==> src/rtl/lmx_pkg.sv <==
package lmx_pkg;

  // second-derivative tap combination: twice the centre minus both edges
  function automatic int lmx_contour(int edge_a, int ctr, int edge_b);
    return (ctr <<< 1) - edge_a - edge_b;
  endfunction

  function automatic int lmx_abs(int v);
    return (v < 0) ? -v : v;
  endfunction

  // signed line-width offset around the code midpoint
  function automatic int lmx_bias(int code, int half);
    return code - half;
  endfunction

  // blend centre toward target; full-scale code maps to unity gain
  function automatic int lmx_mix(int ctr, int tgt, int k, int kmax, int shift);
    int ke;
    ke = (k == kmax) ? (kmax + 1) : k;
    return ctr + (((tgt - ctr) * ke) >>> shift);
  endfunction

endpackage

==> src/rtl/lmx_tapline.sv <==
module lmx_tapline #(
  parameter int DW = 8,
  parameter int CW = 8,
  parameter int NT = 5
) (
  input  logic               clk,
  input  logic               rst_n,
  input  logic               shift_en,
  input  logic [DW-1:0]      y_in,
  input  logic [CW-1:0]      u_in,
  input  logic [CW-1:0]      v_in,
  output logic [NT*DW-1:0]   taps_flat,
  output logic [CW-1:0]      u_ctr,
  output logic [CW-1:0]      v_ctr
);
  localparam int CTR = NT / 2;
  localparam int CD  = CTR + 1;

  logic [DW-1:0] ytap [NT];
  logic [CW-1:0] utap [CD];
  logic [CW-1:0] vtap [CD];

  // newest sample in slot 0, older samples move up on each strobe only
  always_ff @(posedge clk) begin
    if (!rst_n) begin
      ytap[0] <= '0;
      utap[0] <= '0;
      vtap[0] <= '0;
    end else if (shift_en) begin
      ytap[0] <= y_in;
      utap[0] <= u_in;
      vtap[0] <= v_in;
    end
  end

  for (genvar i = 1; i < NT; i++) begin : g_ytap
    always_ff @(posedge clk) begin
      if (!rst_n)        ytap[i] <= '0;
      else if (shift_en) ytap[i] <= ytap[i-1];
    end
  end

  // chroma shifts with luma, only as deep as the centre tap
  for (genvar i = 1; i < CD; i++) begin : g_ctap
    always_ff @(posedge clk) begin
      if (!rst_n) begin
        utap[i] <= '0;
        vtap[i] <= '0;
      end else if (shift_en) begin
        utap[i] <= utap[i-1];
        vtap[i] <= vtap[i-1];
      end
    end
  end

  for (genvar i = 0; i < NT; i++) begin : g_flat
    assign taps_flat[i*DW +: DW] = ytap[i];
  end

  assign u_ctr = utap[CTR];
  assign v_ctr = vtap[CTR];

endmodule

==> src/rtl/lmx_window.sv <==
module lmx_window #(
  parameter int DW  = 8,
  parameter int NT  = 5,
  parameter int CTW = DW + 3
) (
  input  logic [NT*DW-1:0]     taps_flat,
  output logic [DW-1:0]        win_min,
  output logic [DW-1:0]        win_max,
  output logic [DW-1:0]        win_ctr,
  output logic signed [CTW-1:0] cont_wide,
  output logic signed [CTW-1:0] cont_narrow
);
  import lmx_pkg::*;

  localparam int CTR = NT / 2;

  logic [DW-1:0] t [NT];

  for (genvar i = 0; i < NT; i++) begin : g_unpack
    assign t[i] = taps_flat[i*DW +: DW];
  end

  // envelope extremes over every tap
  always_comb begin
    win_min = t[0];
    win_max = t[0];
    for (int i = 1; i < NT; i++) begin
      if (t[i] < win_min) win_min = t[i];
      if (t[i] > win_max) win_max = t[i];
    end
  end

  assign win_ctr = t[CTR];

  // wide uses outer taps, narrow uses neighbours of the centre
  assign cont_wide   = CTW'(lmx_contour(int'(t[CTR-2]), int'(t[CTR]), int'(t[CTR+2])));
  assign cont_narrow = CTW'(lmx_contour(int'(t[CTR-1]), int'(t[CTR]), int'(t[CTR+1])));

endmodule

==> src/rtl/lmx_decide.sv <==
module lmx_decide #(
  parameter int DW  = 8,
  parameter int KW  = 6,
  parameter int LWW = 6,
  parameter int TW  = DW + 2,
  parameter int CTW = DW + 3
) (
  input  logic signed [CTW-1:0] cont_wide,
  input  logic [DW-1:0]         win_min,
  input  logic [DW-1:0]         win_max,
  input  logic [DW-1:0]         win_ctr,
  input  logic [KW-1:0]         steep,
  input  logic [LWW-1:0]        line_width,
  input  logic [TW-1:0]         thresh,
  output logic                  pick_max,
  output logic                  pick_min,
  output logic                  below_thr,
  output logic [DW-1:0]         y_next
);
  import lmx_pkg::*;

  localparam int HALF = 1 << (LWW - 1);
  localparam int KMAX = (1 << KW) - 1;

  int d_i;
  int e_i;
  int tgt_i;
  int y_i;

  always_comb begin
    d_i       = int'(cont_wide);
    // bias added before the sign test
    e_i       = d_i + lmx_bias(int'(line_width), HALF);
    // small contours keep the centre sample
    below_thr = lmx_abs(d_i) < int'(thresh);
    pick_max  = !below_thr && (e_i > 0);
    pick_min  = !below_thr && (e_i < 0);
    if (pick_max)      tgt_i = int'(win_max);
    else if (pick_min) tgt_i = int'(win_min);
    else               tgt_i = int'(win_ctr);
    // steepness blend
    y_i    = lmx_mix(int'(win_ctr), tgt_i, int'(steep), KMAX, KW);
    y_next = DW'(y_i);
  end

endmodule

==> src/rtl/lmx_steepener.sv <==
module lmx_steepener #(
  parameter int DW  = 8,
  parameter int CW  = 8,
  parameter int KW  = 6,
  parameter int LWW = 6,
  parameter int TW  = DW + 2,
  parameter int CTW = DW + 3
) (
  input  logic                  clk,
  input  logic                  rst_n,
  input  logic                  in_valid,
  input  logic [DW-1:0]         y_in,
  input  logic [CW-1:0]         u_in,
  input  logic [CW-1:0]         v_in,
  input  logic                  wide_sel,
  input  logic [KW-1:0]         steep,
  input  logic [LWW-1:0]        line_width,
  input  logic [TW-1:0]         thresh,
  output logic                  out_valid,
  output logic [DW-1:0]         y_out,
  output logic [CW-1:0]         u_out,
  output logic [CW-1:0]         v_out,
  output logic [DW-1:0]         env_out,
  output logic signed [CTW-1:0] peak_contour
);
  localparam int NT = 5;

  logic [NT*DW-1:0]      taps_flat;
  logic [CW-1:0]         u_ctr, v_ctr;
  logic [DW-1:0]         win_min, win_max, win_ctr;
  logic signed [CTW-1:0] cont_wide, cont_narrow;
  logic                  pick_max, pick_min, below_thr;
  logic [DW-1:0]         y_next;
  logic                  upd_q;

  lmx_tapline #(.DW(DW), .CW(CW), .NT(NT)) u_tapline (
    .clk(clk), .rst_n(rst_n), .shift_en(in_valid),
    .y_in(y_in), .u_in(u_in), .v_in(v_in),
    .taps_flat(taps_flat), .u_ctr(u_ctr), .v_ctr(v_ctr)
  );

  lmx_window #(.DW(DW), .NT(NT), .CTW(CTW)) u_window (
    .taps_flat(taps_flat), .win_min(win_min), .win_max(win_max),
    .win_ctr(win_ctr), .cont_wide(cont_wide), .cont_narrow(cont_narrow)
  );

  lmx_decide #(.DW(DW), .KW(KW), .LWW(LWW), .TW(TW), .CTW(CTW)) u_decide (
    .cont_wide(cont_wide), .win_min(win_min), .win_max(win_max),
    .win_ctr(win_ctr), .steep(steep), .line_width(line_width),
    .thresh(thresh), .pick_max(pick_max), .pick_min(pick_min),
    .below_thr(below_thr), .y_next(y_next)
  );

  // one registered stage after the window shift
  always_ff @(posedge clk) begin
    if (!rst_n) begin
      upd_q     <= 1'b0;
      out_valid <= 1'b0;
    end else begin
      upd_q     <= in_valid;
      out_valid <= upd_q;
    end
  end

  // zero outputs after reset; R1: outputs hold between strobes
  always_ff @(posedge clk) begin
    if (!rst_n) begin
      y_out        <= '0;
      u_out        <= '0;
      v_out        <= '0;
      env_out      <= '0;
      peak_contour <= '0;
    end else if (upd_q) begin
      y_out        <= y_next;
      u_out        <= u_ctr;
      v_out        <= v_ctr;
      env_out      <= win_max - win_min;
      peak_contour <= wide_sel ? cont_wide : cont_narrow;
    end
  end

  p_strobe_lat_r1: assert property (@(posedge clk) disable iff (!rst_n)
    out_valid |-> $past(upd_q));

  p_hold_r1: assert property (@(posedge clk) disable iff (!rst_n)
    !$past(upd_q) |-> ($stable(y_out) && $stable(u_out) && $stable(env_out)));

  p_in_window_r4: assert property (@(posedge clk) disable iff (!rst_n)
    out_valid |-> (y_out >= $past(win_min) && y_out <= $past(win_max)));

  p_bypass_r6: assert property (@(posedge clk) disable iff (!rst_n)
    (out_valid && $past(steep) == '0) |-> y_out == $past(win_ctr));

  p_exclusive_r4: assert property (@(posedge clk) disable iff (!rst_n)
    $onehot0({pick_max, pick_min}));

  p_thr_r5: assert property (@(posedge clk) disable iff (!rst_n)
    (out_valid && $past(below_thr)) |-> y_out == $past(win_ctr));

endmodule

==> config.mk <==
export PLATFORM = sky130hd
export DESIGN_NAME = lmx_steepener
export DESIGN_NICKNAME = d
export VERILOG_FILES = /design/src/rtl/lmx_pkg.sv /design/src/rtl/lmx_tapline.sv /design/src/rtl/lmx_window.sv /design/src/rtl/lmx_decide.sv /design/src/rtl/lmx_steepener.sv
export SDC_FILE = /design/constraint.sdc
export NUM_CORES = 1
export LEC_CHECK = 0
export ABC_AREA = 1
export BUFFER_PORTS_ARGS = -buffer_cell sky130_fd_sc_hd__buf_2
export CAP_MARGIN = 40
export CORE_ASPECT_RATIO = 1.75
export CORE_MARGIN = 1.5
export CORE_UTILIZATION = 40
export CTS_BUF_LIST = sky130_fd_sc_hd__clkbuf_16
export DETAILED_ROUTE_END_ITERATION = 8
export PLACE_DENSITY_LB_ADDON = 0.2
export REMOVE_ABC_BUFFERS = 1
export SETUP_SLACK_MARGIN = 0.1
export SLEW_MARGIN = 20
export SYNTH_ARGS = -nofsm -noshare
export SYNTH_HDL_FRONTEND = slang
export SYNTH_SLANG_ARGS = --single-unit
==> constraint.sdc <==
create_clock -name clk -period 16.54 [get_ports clk]
set_input_delay 1.654 -clock clk [delete_from_list [all_inputs] [get_ports clk]]
set_output_delay 1.654 -clock clk [all_outputs]
set_load 0.05 [all_outputs]
# ---- Word-level counts from Yosys, hierarchy flattened
# Memory sizes are Yosys's and may differ from the RTL's. A register that Yosys moved wholly into a read port is not among the register bits.
# Index checks and enable logic that the tools add are counted.
dict set report classes {
  reduce_logical 5
  n_eq_ne 1
  multipliers 1
  muxes 28
  magnitude_cmp 12
  add_sub_neg 10
  n_bitwise 11
}
# op count
set ops {}
lappend ops {{2-to-1 mux 8 bit} 21}
lappend ops {{greater-than comparator 32 x 1 -> 1 bit, second input constant} 1}
lappend ops {{greater-than comparator 8 bit} 4}
lappend ops {{< comparator 32 x 1 -> 1 bit, second input constant} 1}
lappend ops {{< comparator 32 x 11 -> 1 bit} 1}
lappend ops {{< comparator 8 bit} 4}
lappend ops {{multiplier 32 x 32 -> 14 bit} 1}
lappend ops {{2-to-1 mux 32 bit} 1}
lappend ops {{negator 11 -> 32 bit} 1}
lappend ops {{subtractor 9 x 8 -> 10 bit} 2}
lappend ops {{adder 11 x 7 -> 12 bit} 1}
lappend ops {{< comparator 11 x 1 -> 1 bit, second input constant} 1}
lappend ops {{2-to-1 mux 11 bit} 1}
lappend ops {{OR 1 bit} 11}
lappend ops {{subtractor 10 x 9 -> 11 bit} 1}
lappend ops {{subtractor 11 x 9 -> 11 bit} 1}
lappend ops {{subtractor 8 x 8 -> 9 bit} 1}
lappend ops {{adder 8 bit} 1}
lappend ops {{subtractor 8 bit} 1}
lappend ops {{2-to-1 mux 7 bit} 1}
lappend ops {{subtractor 6 x 6 -> 7 bit, second input constant} 1}
lappend ops {{equality test 6 x 1 -> 1 bit, second input constant} 1}
lappend ops {{2-to-1 mux 1 bit} 4}
lappend ops {{zero test 1 bit} 3}
lappend ops {{logical AND 1 bit} 2}
dict set report word_totals {
  out_inout_bits 44
  input_bits 50
  register_bits 29
  ram_bits 88
  mem_count 3
}
# memory words width read_ports rd_clocked_by_memory_dff write_ports line
set memory_table {}
lappend memory_table {u_tapline.ytap 5 8 5 0 5 lmx_tapline.sv:19} ;# logic [DW-1:0] ytap [NT];
lappend memory_table {u_tapline.utap 3 8 3 1 3 lmx_tapline.sv:20} ;# logic [CW-1:0] utap [CD];
lappend memory_table {u_tapline.vtap 3 8 3 1 3 lmx_tapline.sv:21} ;# logic [CW-1:0] vtap [CD];

# ---- Logic depth before layout (Yosys ltp)
# Gate-level depths: netlist of the first run.
# An unclocked memory read counts as a cell.
dict set report logic_depth {
  depth_word 14
  mapped_depth 79
}

# ---- Cells and area by module
# From an unflattened synthesis of the first run, not the netlist that was laid out.
dict set report unflattened {
  cells_unflattened 1811
  area_unflattened_um2 13220.2
}
# module cells_per_inst area_per_inst_um2 instances
set by_module_without_submodules {}
lappend by_module_without_submodules {lmx_decide 698 4393.0 1}
lappend by_module_without_submodules {lmx_window 565 3405.8 1}
lappend by_module_without_submodules {lmx_tapline 276 3402.0 1}
lappend by_module_without_submodules {lmx_steepener 272 2019.4 1}

# ---- Worst setup path after synthesis of the first run
# OpenSTA, ideal clock, no wires.
dict set report synth_path {
  kind {flip-flop to flip-flop}
  startpoint {memory u_tapline.ytap[0][1]}
  endpoint {register y_out[7]}
  period_less_slack_ps 11853
  t_arrival_ps 11779
  path_stages_with_launch 69
  setup_ps 74
  setup_slack_ps 4687
  cell_sequence {edfxtp_1 > inv_1 > ha_1 > nand2_1 > nand2_1 > nand2_1 > nand2_1 > nand2_1 > nand2_2 > nand2_4 > clkbuf_1 > o21ai_0 > ha_1 > nand3_2 > nor2_1 > o31ai_1 > o211ai_1 > o21ai_2 > (+33 left out) > inv_1 > fa_1 > inv_1 > ha_1 > a21o_1 > a21oi_1 > o21bai_1 > a21oi_1 > xor2_1 > ha_1 > and2_1 > o21a_1 > nor2_1 > xor2_1 > xor2_1 > xor2_1 > or2_2 > a31oi_1}
}
# item line
set synth_rtl {}
lappend synth_rtl {{start: declaration} lmx_tapline.sv:19}
lappend synth_rtl {{end signal: assignment} lmx_steepener.sv:74} ;# y_out <= y_next;
lappend synth_rtl {{end: declaration} lmx_steepener.sv:20} ;# output logic [DW-1:0] y_out,

==> results of run 1 <==
worst max path at each step:
stage	startpoint	endpoint	slack, ns	cells past startpoint
floorplan	u_tapline.ytap[1][1]	y_out[7]	4.60	63
global placement	u_tapline.ytap[1][7]	y_out[7]	3.63	65
detailed placement	u_tapline.ytap[1][7]	y_out[7]	3.47	65
CTS	u_tapline.ytap[1][7]	y_out[7]	3.46	65
global route	u_tapline.ytap[1][7]	y_out[7]	2.56	65
finish	u_tapline.ytap[1][7]	y_out[7]	3.41	65
metrics by stage:
step                      utilization, %  cells
after global routing                46.0   2003
final                               46.0   2003
after detailed placement            43.7   1969
after CTS                           45.8   2001
after global placement              43.6   1968
after floorplan                        -   1485
layout by cell type (no fill, tap or decap), types with 4 or more instances in the layout:
cell / instances
sky130_fd_sc_hd__clkbuf_16: 17
sky130_fd_sc_hd__bufinv_16: 4
sky130_fd_sc_hd__o21ai_1: 13
sky130_fd_sc_hd__a21oi_1: 99
sky130_fd_sc_hd__o221ai_1: 6
sky130_fd_sc_hd__nor3_1: 9
sky130_fd_sc_hd__dfxtp_1: 44
sky130_fd_sc_hd__nand4_1: 6
sky130_fd_sc_hd__o211ai_1: 13
sky130_fd_sc_hd__nand2_1: 205
sky130_fd_sc_hd__ha_1: 149
sky130_fd_sc_hd__a31oi_1: 5
sky130_fd_sc_hd__xor2_1: 50
sky130_fd_sc_hd__inv_1: 296
sky130_fd_sc_hd__nand2_2: 11
sky130_fd_sc_hd__fa_1: 49
sky130_fd_sc_hd__o21ai_2: 9
sky130_fd_sc_hd__o21bai_1: 9
sky130_fd_sc_hd__xnor2_1: 15
sky130_fd_sc_hd__nand3_1: 37
sky130_fd_sc_hd__buf_2: 93
sky130_fd_sc_hd__nor2_1: 240
sky130_fd_sc_hd__edfxtp_1: 88
sky130_fd_sc_hd__o21a_1: 5
sky130_fd_sc_hd__o21ai_0: 91
sky130_fd_sc_hd__o31ai_1: 5
sky130_fd_sc_hd__buf_4: 8
sky130_fd_sc_hd__or2_2: 7
Yosys cell counts, types with 2 or more instances:
library cell	count
sky130_fd_sc_hd__a21o_1	3
sky130_fd_sc_hd__xor2_1	50
sky130_fd_sc_hd__ha_1	149
sky130_fd_sc_hd__nand2_2	11
sky130_fd_sc_hd__xnor2_1	15
sky130_fd_sc_hd__nand4_1	6
sky130_fd_sc_hd__a211oi_1	3
sky130_fd_sc_hd__clkbuf_1	30
sky130_fd_sc_hd__dfxtp_1	45
sky130_fd_sc_hd__nand2_4	2
sky130_fd_sc_hd__nor2_1	240
sky130_fd_sc_hd__nand3b_1	2
sky130_fd_sc_hd__inv_1	296
sky130_fd_sc_hd__o21ai_2	9
sky130_fd_sc_hd__nand3_1	37
sky130_fd_sc_hd__o21bai_1	9
sky130_fd_sc_hd__or2_2	8
sky130_fd_sc_hd__nor3_1	9
sky130_fd_sc_hd__o211ai_1	13
sky130_fd_sc_hd__o21ai_1	13
sky130_fd_sc_hd__fa_1	49
sky130_fd_sc_hd__edfxtp_1	88
sky130_fd_sc_hd__buf_1	3
sky130_fd_sc_hd__o31ai_1	5
sky130_fd_sc_hd__o221ai_1	6
sky130_fd_sc_hd__and2_1	2
sky130_fd_sc_hd__a31oi_1	5
sky130_fd_sc_hd__o21ai_0	91
sky130_fd_sc_hd__a21oi_1	99
sky130_fd_sc_hd__nand2_1	206
sky130_fd_sc_hd__o21a_1	5
cell families after synthesis:
family                   Yosys count  share of synthesized area [%]
AO/OA/AOI/OAI                    264                           12.6
XOR/XNOR                          65                           4.81
adder cells (fa/ha/maj)          198                           24.0
buffers and inverters            332                           10.6
flip-flops                       133                           29.9
AND/OR/NAND/NOR                  527                           18.1
critical path: cells and delay by family (launching register included):
family                     cells  cell delay, ns
adders and majority gates     12            4.33
AOI/OAI and AO/OA             19            3.45
and+or+nand+nor               23            3.23
buffers and inverters          7            0.87
xor gates and xnor gates       4            0.65
DFF                            1            0.48
flip-flops by register name, summed over array words and instances (netlist names):
signal,flops
u_out,8
env_out,8
upd_q,1
u_tapline.utap,24
v_out,8
peak_contour,11
out_valid,1
u_tapline.vtap,24
u_tapline.ytap,40
y_out,8
layer usage:
layer  wire [um]  vias up  GRT usage, %  share of wire, %
met5           0        -             0                 0
met4        2260        0          15.0               6.8
met3         880       96          2.50               2.7
met2       17400      229          42.5                53
met1       12500     4609          22.8                38
li1            -     5064             -                 -
layout make-up:
class | count | area share (%)
Clock inverter | 15 | 1.49
Multi-Input combinational cell | 1054 | 52.5
Tap cell | 382 | 3.56
Clock buffer | 17 | 3.17
Timing Repair Buffer | 104 | 4.53
Inverter | 298 | 8.33
Sequential cell | 133 | 26.4
==> implementation parameters, run 1 <==
Parameter                              Value

Outcome
  Result of the run    completed

Clock network
  Total clock buffers created by CTS    17
  CTS tree    done
  Clock sink total    133
  Buffer depth of the longest clock path    2
  CTS H-tree lvls    4
  Clock network latency to the later pin of the worst-skew pair    0.44 ns
  Post-cts repair resize count    0
  Hold bufs inserted after CTS    0
  Clock-pin slew of the registers on the worst-case setup and hold paths    0.06 ns
  Count of buffers added by post-CTS timing repair for setup    0
  Clock tree root driver cell    sky130_fd_sc_hd__clkbuf_16

Critical path
  CP peak stage delay    0.54 ns
  CP Data Required Time    16.91 ns
  Capture instance of the worst register-to-register path    y_out[7]
  Critical setup path kind    reg2reg
  R2R depth    65
  Critical path fanouts, max    17
  Critical register-to-register path startpoint    u_tapline.ytap[1][7]
  Cell mode on critical path    sky130_fd_sc_hd__nand2_1
  Nature of the critical path startpoint    flip-flop
  Crit path arrival time    13.50 ns
  Critical-path top delay cell    sky130_fd_sc_hd__o21ai_2
  Kind of capture point of the worst setup path    flip-flop
  Setup slack, reg-to-reg    3.41 ns

Detailed routing
  Final routed DRC violation total    0
  DRT Wirelength    33,000 um
  Vias per cell    4.99
  Total iterations of the first detailed-routing run    7
  Detailed-route wire length per cell    16.5 um
  Post-detailed-route count of antenna-violating nets    0
  Via count    9,998
  Starting DRT DRC Count    336

Place
  Quantity of I/O buffers inserted on ports    93
  Worst-case setup slack after placement    3.47 ns
  Placed Area    0.0127 sq mm
  Routability congestion estimate    0.933
  Placed wire-length estimate after detailed placement    26,300 um

Finish
  Antenna diodes    0
  Finished Cell Area    0.0134 sq mm
  Multi-input logic area    0.00705 sq mm
  Area grow syn2layout    13.4%
  Proportion of layout cells with a drive suffix above 1    10.4%
  Fillcell total    2,962
  Total Nets Final    1,856
  Area occupied by registers    0.00354 sq mm

GRT
  Largest net degree at the start of global routing    69
  Total GRT Usage    22.4%
  Number of antenna violations at the first check in global routing    0
  Leftover overflow at the end of global routing    0
  Number of global-route vias before repair    10,200
  First-pass GRT wire length    52,700 um

Worst hold path
  WHS Endpoint    peak_contour[9]
  Hold path startpoint    peak_contour[9]
  Worst Hold Depth    2
  Class of the most critical hold timing path    reg2reg

Floorplan
  Effective utilization at floorplan    40.6%
  Die Footprint    0.0307 sq mm
  Standard cell core area    0.0292 sq mm
  Rows    83
  Horizontal die dimension    133 um
  Die height    231 um
  I/O pins    94

Timing
  Setup slack of the critical path after layout    3.41 ns
  Total Neg Setup Slack    0 ns
  Time the final worst path needs with I/O delays and setup    13.13 ns
  Clock skew after layout    0.00840 ns
  Max Fclk    0.0762 GHz
  Worst Max-Slew Pin Slew    0.663 ns
  Max Transition Viols Final    0
  Slew headroom    55.8%
  Fin crit share    79.4%
  Hold Slack    0.462 ns
  Final number of setup-violating endpoints    0
  Endpoints failing hold    0
  RSZ-0062 raised after global routing    no

Logic synthesis
  Total standard cell area after synthesis    0.0118 sq mm
  Dominant register cell in the synthesized netlist    sky130_fd_sc_hd__edfxtp_1
  Post-synthesis area per instance    7.79 sq um
  Top area cells in the synthesized netlist    sky130_fd_sc_hd__edfxtp_1 (22%), sky130_fd_sc_hd__ha_1 (16%), sky130_fd_sc_hd__inv_1 (9.4%)
  Top cell type by total area after synthesis    sky130_fd_sc_hd__edfxtp_1
  Synthesized netlist cell count    1,519
  Share of synthesized flip-flops with an asynchronous set or reset    0%
  FF+latch count, synth    133
  Synth cell types    41
  Total number of yosys warnings    0
  Number of flops mapped to enable cells by yosys    88
  Area share of the leading cell type in the synthesized netlist    22.3%
  Seq/Total Area, Yosys    29.9%

Job
  Number of maximum-capacitance constraint violations    0
Power of run 1 is left out: the tool's default activity adds up to more than one toggle a clock period on the data nets, which glitch-free logic cannot reach.
==> inputs of run 2 (changes only) <==
Settings changed: ABC_AREA 1 to 0.
Clock period 16.54 ns to 12.2 ns, I/O delays scaled along.
==> implementation parameters, run 2 <==
Parameter                              Value

GRT
  Number of antenna violations at the first check in global routing    0
  Leftover overflow at the end of global routing    0
  First-pass GRT wire length    58,600 um
  Number of global-route vias before repair    11,400
  Largest net degree at the start of global routing    91
  Total GRT Usage    23.6%

Critical path
  Setup slack, reg-to-reg    -0.49 ns
  Critical path fanouts, max    7
  Critical setup path kind    reg2reg
  Crit path arrival time    13.01 ns
  Worst path top cell family by delay    adder cells
  CP Data Required Time    12.51 ns
  Kind of capture point of the worst setup path    flip-flop
  Critical-path top delay cell    sky130_fd_sc_hd__fa_1
  Nature of the critical path startpoint    flip-flop
  Number of buffer and inverter stages on the critical path    12
  Cell mode on critical path    sky130_fd_sc_hd__inv_2
  CP peak stage delay    0.54 ns

Floorplan
  Effective utilization at floorplan    40.4%
  Die Footprint    0.0329 sq mm
  Rows    86
  I/O pins    94
  Horizontal die dimension    138 um
  Standard cell core area    0.0314 sq mm
  Die height    239 um

Place
  Total placed cells including tap cells    2,030
  Routability congestion estimate    0.925
  Worst-case setup slack after placement    -1.45 ns
  Quantity of I/O buffers inserted on ports    93
  Placed wire-length estimate after detailed placement    29,300 um

Logic synthesis
  Share of synthesized flip-flops with an asynchronous set or reset    0%
  Top cells by instance count after synthesis    sky130_fd_sc_hd__inv_1 (162), sky130_fd_sc_hd__ha_1 (149), sky130_fd_sc_hd__nor2_1 (116)
  Top area cells in the synthesized netlist    sky130_fd_sc_hd__edfxtp_1 (21%), sky130_fd_sc_hd__ha_1 (15%), sky130_fd_sc_hd__fa_1 (7.7%)
  Dominant register cell in the synthesized netlist    sky130_fd_sc_hd__edfxtp_1
  FF+latch count, synth    133
  Synthesized netlist cell count    1,375
  Most numerous cell in the Yosys netlist    sky130_fd_sc_hd__inv_1
  Synth cell types    100
  Total standard cell area after synthesis    0.0127 sq mm
  Seq/Total Area, Yosys    27.9%
  Top cell type by total area after synthesis    sky130_fd_sc_hd__edfxtp_1
  Total number of yosys warnings    0
  Area share of the leading cell type in the synthesized netlist    20.8%
  Number of flops mapped to enable cells by yosys    88
  Post-synthesis area per instance    9.23 sq um

Timing
  Slew headroom    45.8%
  Fin crit share    104%
  RSZ-0062 raised after global routing    yes
  Time the final worst path needs with I/O delays and setup    12.69 ns
  Worst Max-Slew Pin Slew    0.792 ns
  Max Fclk    0.0788 GHz
  Clock skew after layout    0.0136 ns
  Endpoints failing hold    0
  Max Transition Viols Final    0
  Hold Slack    0.474 ns
  Final number of setup-violating endpoints    4
  Setup slack of the critical path after layout    -0.492 ns

Outcome
  Violations in the final reports    negative setup slack
  Result of the run    finished with violations

Clock network
  Clock tree root driver cell    sky130_fd_sc_hd__clkbuf_16
  Buffer depth of the longest clock path    2
  CTS H-tree lvls    4
  Hold bufs inserted after CTS    0
  Clock-pin slew of the registers on the worst-case setup and hold paths    0.07 ns
  Clock sink total    133
  Clock network latency to the later pin of the worst-skew pair    0.45 ns
  Total clock buffers created by CTS    17
  CTS tree    done

Detailed routing
  Vias per cell    5.30
  Detailed-route wire length per cell    17.8 um
  Post-detailed-route count of antenna-violating nets    0
  DRT Wirelength    37,300 um
  Via count    11,100
  Starting DRT DRC Count    432
  Total iterations of the first detailed-routing run    4
  Final routed DRC violation total    0

Finish
  Number of flip-flops in the largest register    40
  Total Nets Final    1,931
  Area grow syn2layout    30.8%
  Register with the most flip-flops    u_tapline.ytap
  Most frequent standard cell in the layout excluding fill and tap cells    sky130_fd_sc_hd__buf_4
  Fillcell total    2,978
  Antenna diodes    0
  Registers with the highest flip-flop counts    u_tapline.ytap (40), u_tapline.utap (24), u_tapline.vtap (24)
  Final cell count without fillers    2,092
  Proportion of layout cells with a drive suffix above 1    31.8%
  Most frequent cells in the layout    sky130_fd_sc_hd__buf_4 (227), sky130_fd_sc_hd__inv_1 (151), sky130_fd_sc_hd__ha_1 (135)

Worst hold path
  Class of the most critical hold timing path    reg2reg

Job
  Number of maximum-capacitance constraint violations    0
[run 2: cell types whose count changed after synthesis, sizes merged, moves of 13 or more]
cell   change
mux2i     +42
xor2      -29
nor3      +14
inv      -134
nor2     -124
o21ai     -56
xnor2     +31
o21a      +13
nand2    -144
and3      +91
a21oi     -26
nor2b     +47
nand3     -22
a21o      +17
[run 2: logic make-up after synthesis]
family	synth area share, %
xor+xnor	4.62
compound gates	16.5
fa+ha+maj	22.6
buf+inv	6.38
flops	27.9
simple gates	17.6
mux	4.32
[run 2: worst paths after layout]
path                        startpoint              end  depth (start not counted)
setup / recovery  u_tapline.ytap[0][1]         y_out[7]                         62
hold / removal         peak_contour[3]  peak_contour[3]                          1
setup reg to reg  u_tapline.ytap[0][1]         y_out[7]                         62
hold reg to reg        peak_contour[3]  peak_contour[3]                          1
[run 2: repair_timing]
item,4_1_cts,5_1_grt
setup endpoints to repair,7,7
pin swaps,60,55
endpoints found under the hold margin,0,0
gates cloned,1,0
buffers inserted,20,10
resized for setup,98,60
[run 2: metal layers]
| layer | wire length, um | track usage (%) | share of wire, % | vias up |
|---|---|---|---|---|
| met4 | 2350 | 15.2 | 6.3 | 0 |
| met3 | 924 | 2.63 | 2.5 | 110 |
| met1 | 13800 | 24.1 | 37 | 5303 |
| met5 | 0 | 0 | 0 | - |
| met2 | 20200 | 44.4 | 54 | 210 |
| li1 | - | - | - | 5457 |
[run 2: cell type report]
class | instances | area, sq um | share of cell area, %
inverters | 164 | 618 | 3.72
well taps | 396 | 495 | 2.98
repair buffers | 332 | 2320 | 14.0
flip-flops and latches | 133 | 3540 | 21.4
multi-input cells | 1035 | 9000 | 54.2
clock buffers | 17 | 425 | 2.56
clock inverters | 15 | 193 | 1.16
[run 2: through the flow]
step                utilization (%)  setup TNS (ns)  cell area (sq um)
global route                   52.8           -3.66              16600
CTS                            51.6           -1.04              16200
floorplan                         -           -7.34              12500
global placement               47.9           -4.77              15100
detailed placement             47.9           -6.11              15100
finish                         52.8           -1.16              16600
Power of run 2 is left out for the same reason.
==> inputs of run 3 (changes only) <==
Settings changed: CORE_UTILIZATION 40 to 60, HOLD_SLACK_MARGIN set to 0.08.
==> implementation parameters, run 3 (synthesis gave the netlist of run 2 again) <==
Parameter                              Value

Finish
  Register with the most flip-flops    u_tapline.ytap
  Most frequent cells in the layout    sky130_fd_sc_hd__buf_4 (229), sky130_fd_sc_hd__inv_1 (150), sky130_fd_sc_hd__ha_1 (130)
  Fillcell total    1,403
  Registers with the highest flip-flop counts    u_tapline.ytap (40), u_tapline.utap (24), u_tapline.vtap (24)
  Area grow syn2layout    30.0%
  Area occupied by registers    0.00354 sq mm
  Antenna diodes    0
  Most frequent standard cell in the layout excluding fill and tap cells    sky130_fd_sc_hd__buf_4
  Number of flip-flops in the largest register    40
  Multi-input logic area    0.00911 sq mm
  Proportion of layout cells with a drive suffix above 1    33.0%
  Total Nets Final    1,934
  Finished Cell Area    0.0165 sq mm

Floorplan
  Die Footprint    0.0221 sq mm
  I/O pins    94
  Standard cell core area    0.0208 sq mm
  Effective utilization at floorplan    60.9%
  Horizontal die dimension    113 um
  Die height    195 um
  Rows    70

Critical path
  Crit path arrival time    13.18 ns
  Critical path fanouts, max    7
  Critical setup path kind    reg2reg
  Worst path top cell family by delay    adder cells
  Number of buffer and inverter stages on the critical path    9
  Kind of capture point of the worst setup path    flip-flop
  Nature of the critical path startpoint    flip-flop
  CP Data Required Time    12.50 ns
  CP peak stage delay    0.56 ns
  Critical-path top delay cell    sky130_fd_sc_hd__fa_1

Detailed routing
  Via count    11,600
  Starting DRT DRC Count    508
  Detailed-route wire length per cell    19.4 um
  Final routed DRC violation total    0
  Post-detailed-route count of antenna-violating nets    0
  Vias per cell    5.92
  Total iterations of the first detailed-routing run    5
  DRT Wirelength    37,900 um

Timing
  Max Transition Viols Final    0
  Max Fclk    0.0776 GHz
  Endpoints failing hold    0
  Slew headroom    45.7%
  Fin crit share    106%
  Clock skew after layout    0.00902 ns
  Worst Max-Slew Pin Slew    0.794 ns
  RSZ-0062 raised after global routing    yes
  Time the final worst path needs with I/O delays and setup    12.88 ns
  Setup slack of the critical path after layout    -0.682 ns
  Final number of setup-violating endpoints    4

Outcome
  Violations in the final reports    negative setup slack
  Result of the run    finished with violations

Place
  Placed wire-length estimate after detailed placement    27,800 um
  Placed Area    0.0148 sq mm
  Quantity of I/O buffers inserted on ports    93
  Routability congestion estimate    0.964

GRT
  Total GRT Usage    33.7%
  Largest net degree at the start of global routing    90
  Number of global-route vias before repair    11,700
  First-pass GRT wire length    57,300 um
  Leftover overflow at the end of global routing    0
  Number of antenna violations at the first check in global routing    0

Clock network
  Clock tree root driver cell    sky130_fd_sc_hd__clkbuf_16
  Clock sink total    133
  Total clock buffers created by CTS    17
  Clock-pin slew of the registers on the worst-case setup and hold paths    0.06 ns
  Clock network latency to the later pin of the worst-skew pair    0.44 ns
  CTS tree    done
  CTS H-tree lvls    4
  Buffer depth of the longest clock path    2

Job
  Number of maximum-capacitance constraint violations    0

Worst hold path
  Class of the most critical hold timing path    reg2reg
[run 3: cell count changes in the layout (fill, tap and decap cells not counted), moves of 4 or more]
cell,delta
sky130_fd_sc_hd__nor2_2,+9
sky130_fd_sc_hd__nor2_1,-8
sky130_fd_sc_hd__ha_1,-5
sky130_fd_sc_hd__o21ai_1,+5
sky130_fd_sc_hd__ha_4,+4
sky130_fd_sc_hd__inv_2,+4
sky130_fd_sc_hd__nor3_1,+4
sky130_fd_sc_hd__nor3_2,-4
sky130_fd_sc_hd__xnor2_1,-4
[run 3: worst register-to-register path, delay by kind of cell, from the launching register on]
kind / cells / cell delay [ns]
AND/OR/NAND/NOR: 12 / 2.10
AO/OA/AOI/OAI: 19 / 3.57
multiplexers: 4 / 1.20
adder cells (fa/ha/maj): 11 / 3.72
flip-flops: 1 / 0.44
XOR/XNOR: 5 / 0.85
buffers and inverters: 9 / 0.90
[run 3: worst paths after layout]
kind | from | endpoint | slack [ns] | depth (start not counted)
worst min register to register | env_out[7] | env_out[7] | 0.46 | 2
worst max register to register | u_tapline.ytap[1][1] | y_out[7] | -0.68 | 60
worst min-delay path | env_out[7] | env_out[7] | 0.46 | 2
worst max-delay path | u_tapline.ytap[1][1] | y_out[7] | -0.68 | 60
[run 3: per-stage QoR]
stage                     hold slack, ns  setup TNS (ns)  util (%)  cells  worst slack (ns)
after floorplan                    0.480           -7.34         -   1331             -1.79
after global placement             0.456           -2.25      71.0   1877            -0.826
after detailed placement           0.457           -3.27      71.0   1877             -1.05
after CTS                          0.466          -0.935      76.5   1936            -0.372
after global routing               0.487           -4.26      79.2   1951             -1.21
final                              0.464           -1.48      79.2   1951            -0.682
[run 3: routing by layer]
metal | part of all wire, % | GRT usage (%) | vias up
met3 | 4.2 | 5.21 | 208
met4 | 9.4 | 28.0 | 0
met1 | 34 | 31.8 | 5501
met2 | 52 | 62.6 | 373
met5 | 0 | 0 | -
li1 | - | - | 5470
[run 3: area by class of cell]
class	instances	area share, %
multi-input combinational	1035	55.2
sequential	133	21.5
timing repair buffer	335	14.2
inverter	164	3.75
clock buffer	17	2.58
tap	252	1.91
clock inverter	15	0.842
[run 3: timing repair]
action                     CTS  global route
cloned                       1             0
hold buffers                 0             0
gates resized for setup     91            97
pin swaps                   64            77
setup endpoints to repair    6             7
buffers inserted            26            19
Power of run 3 is left out for the same reason.
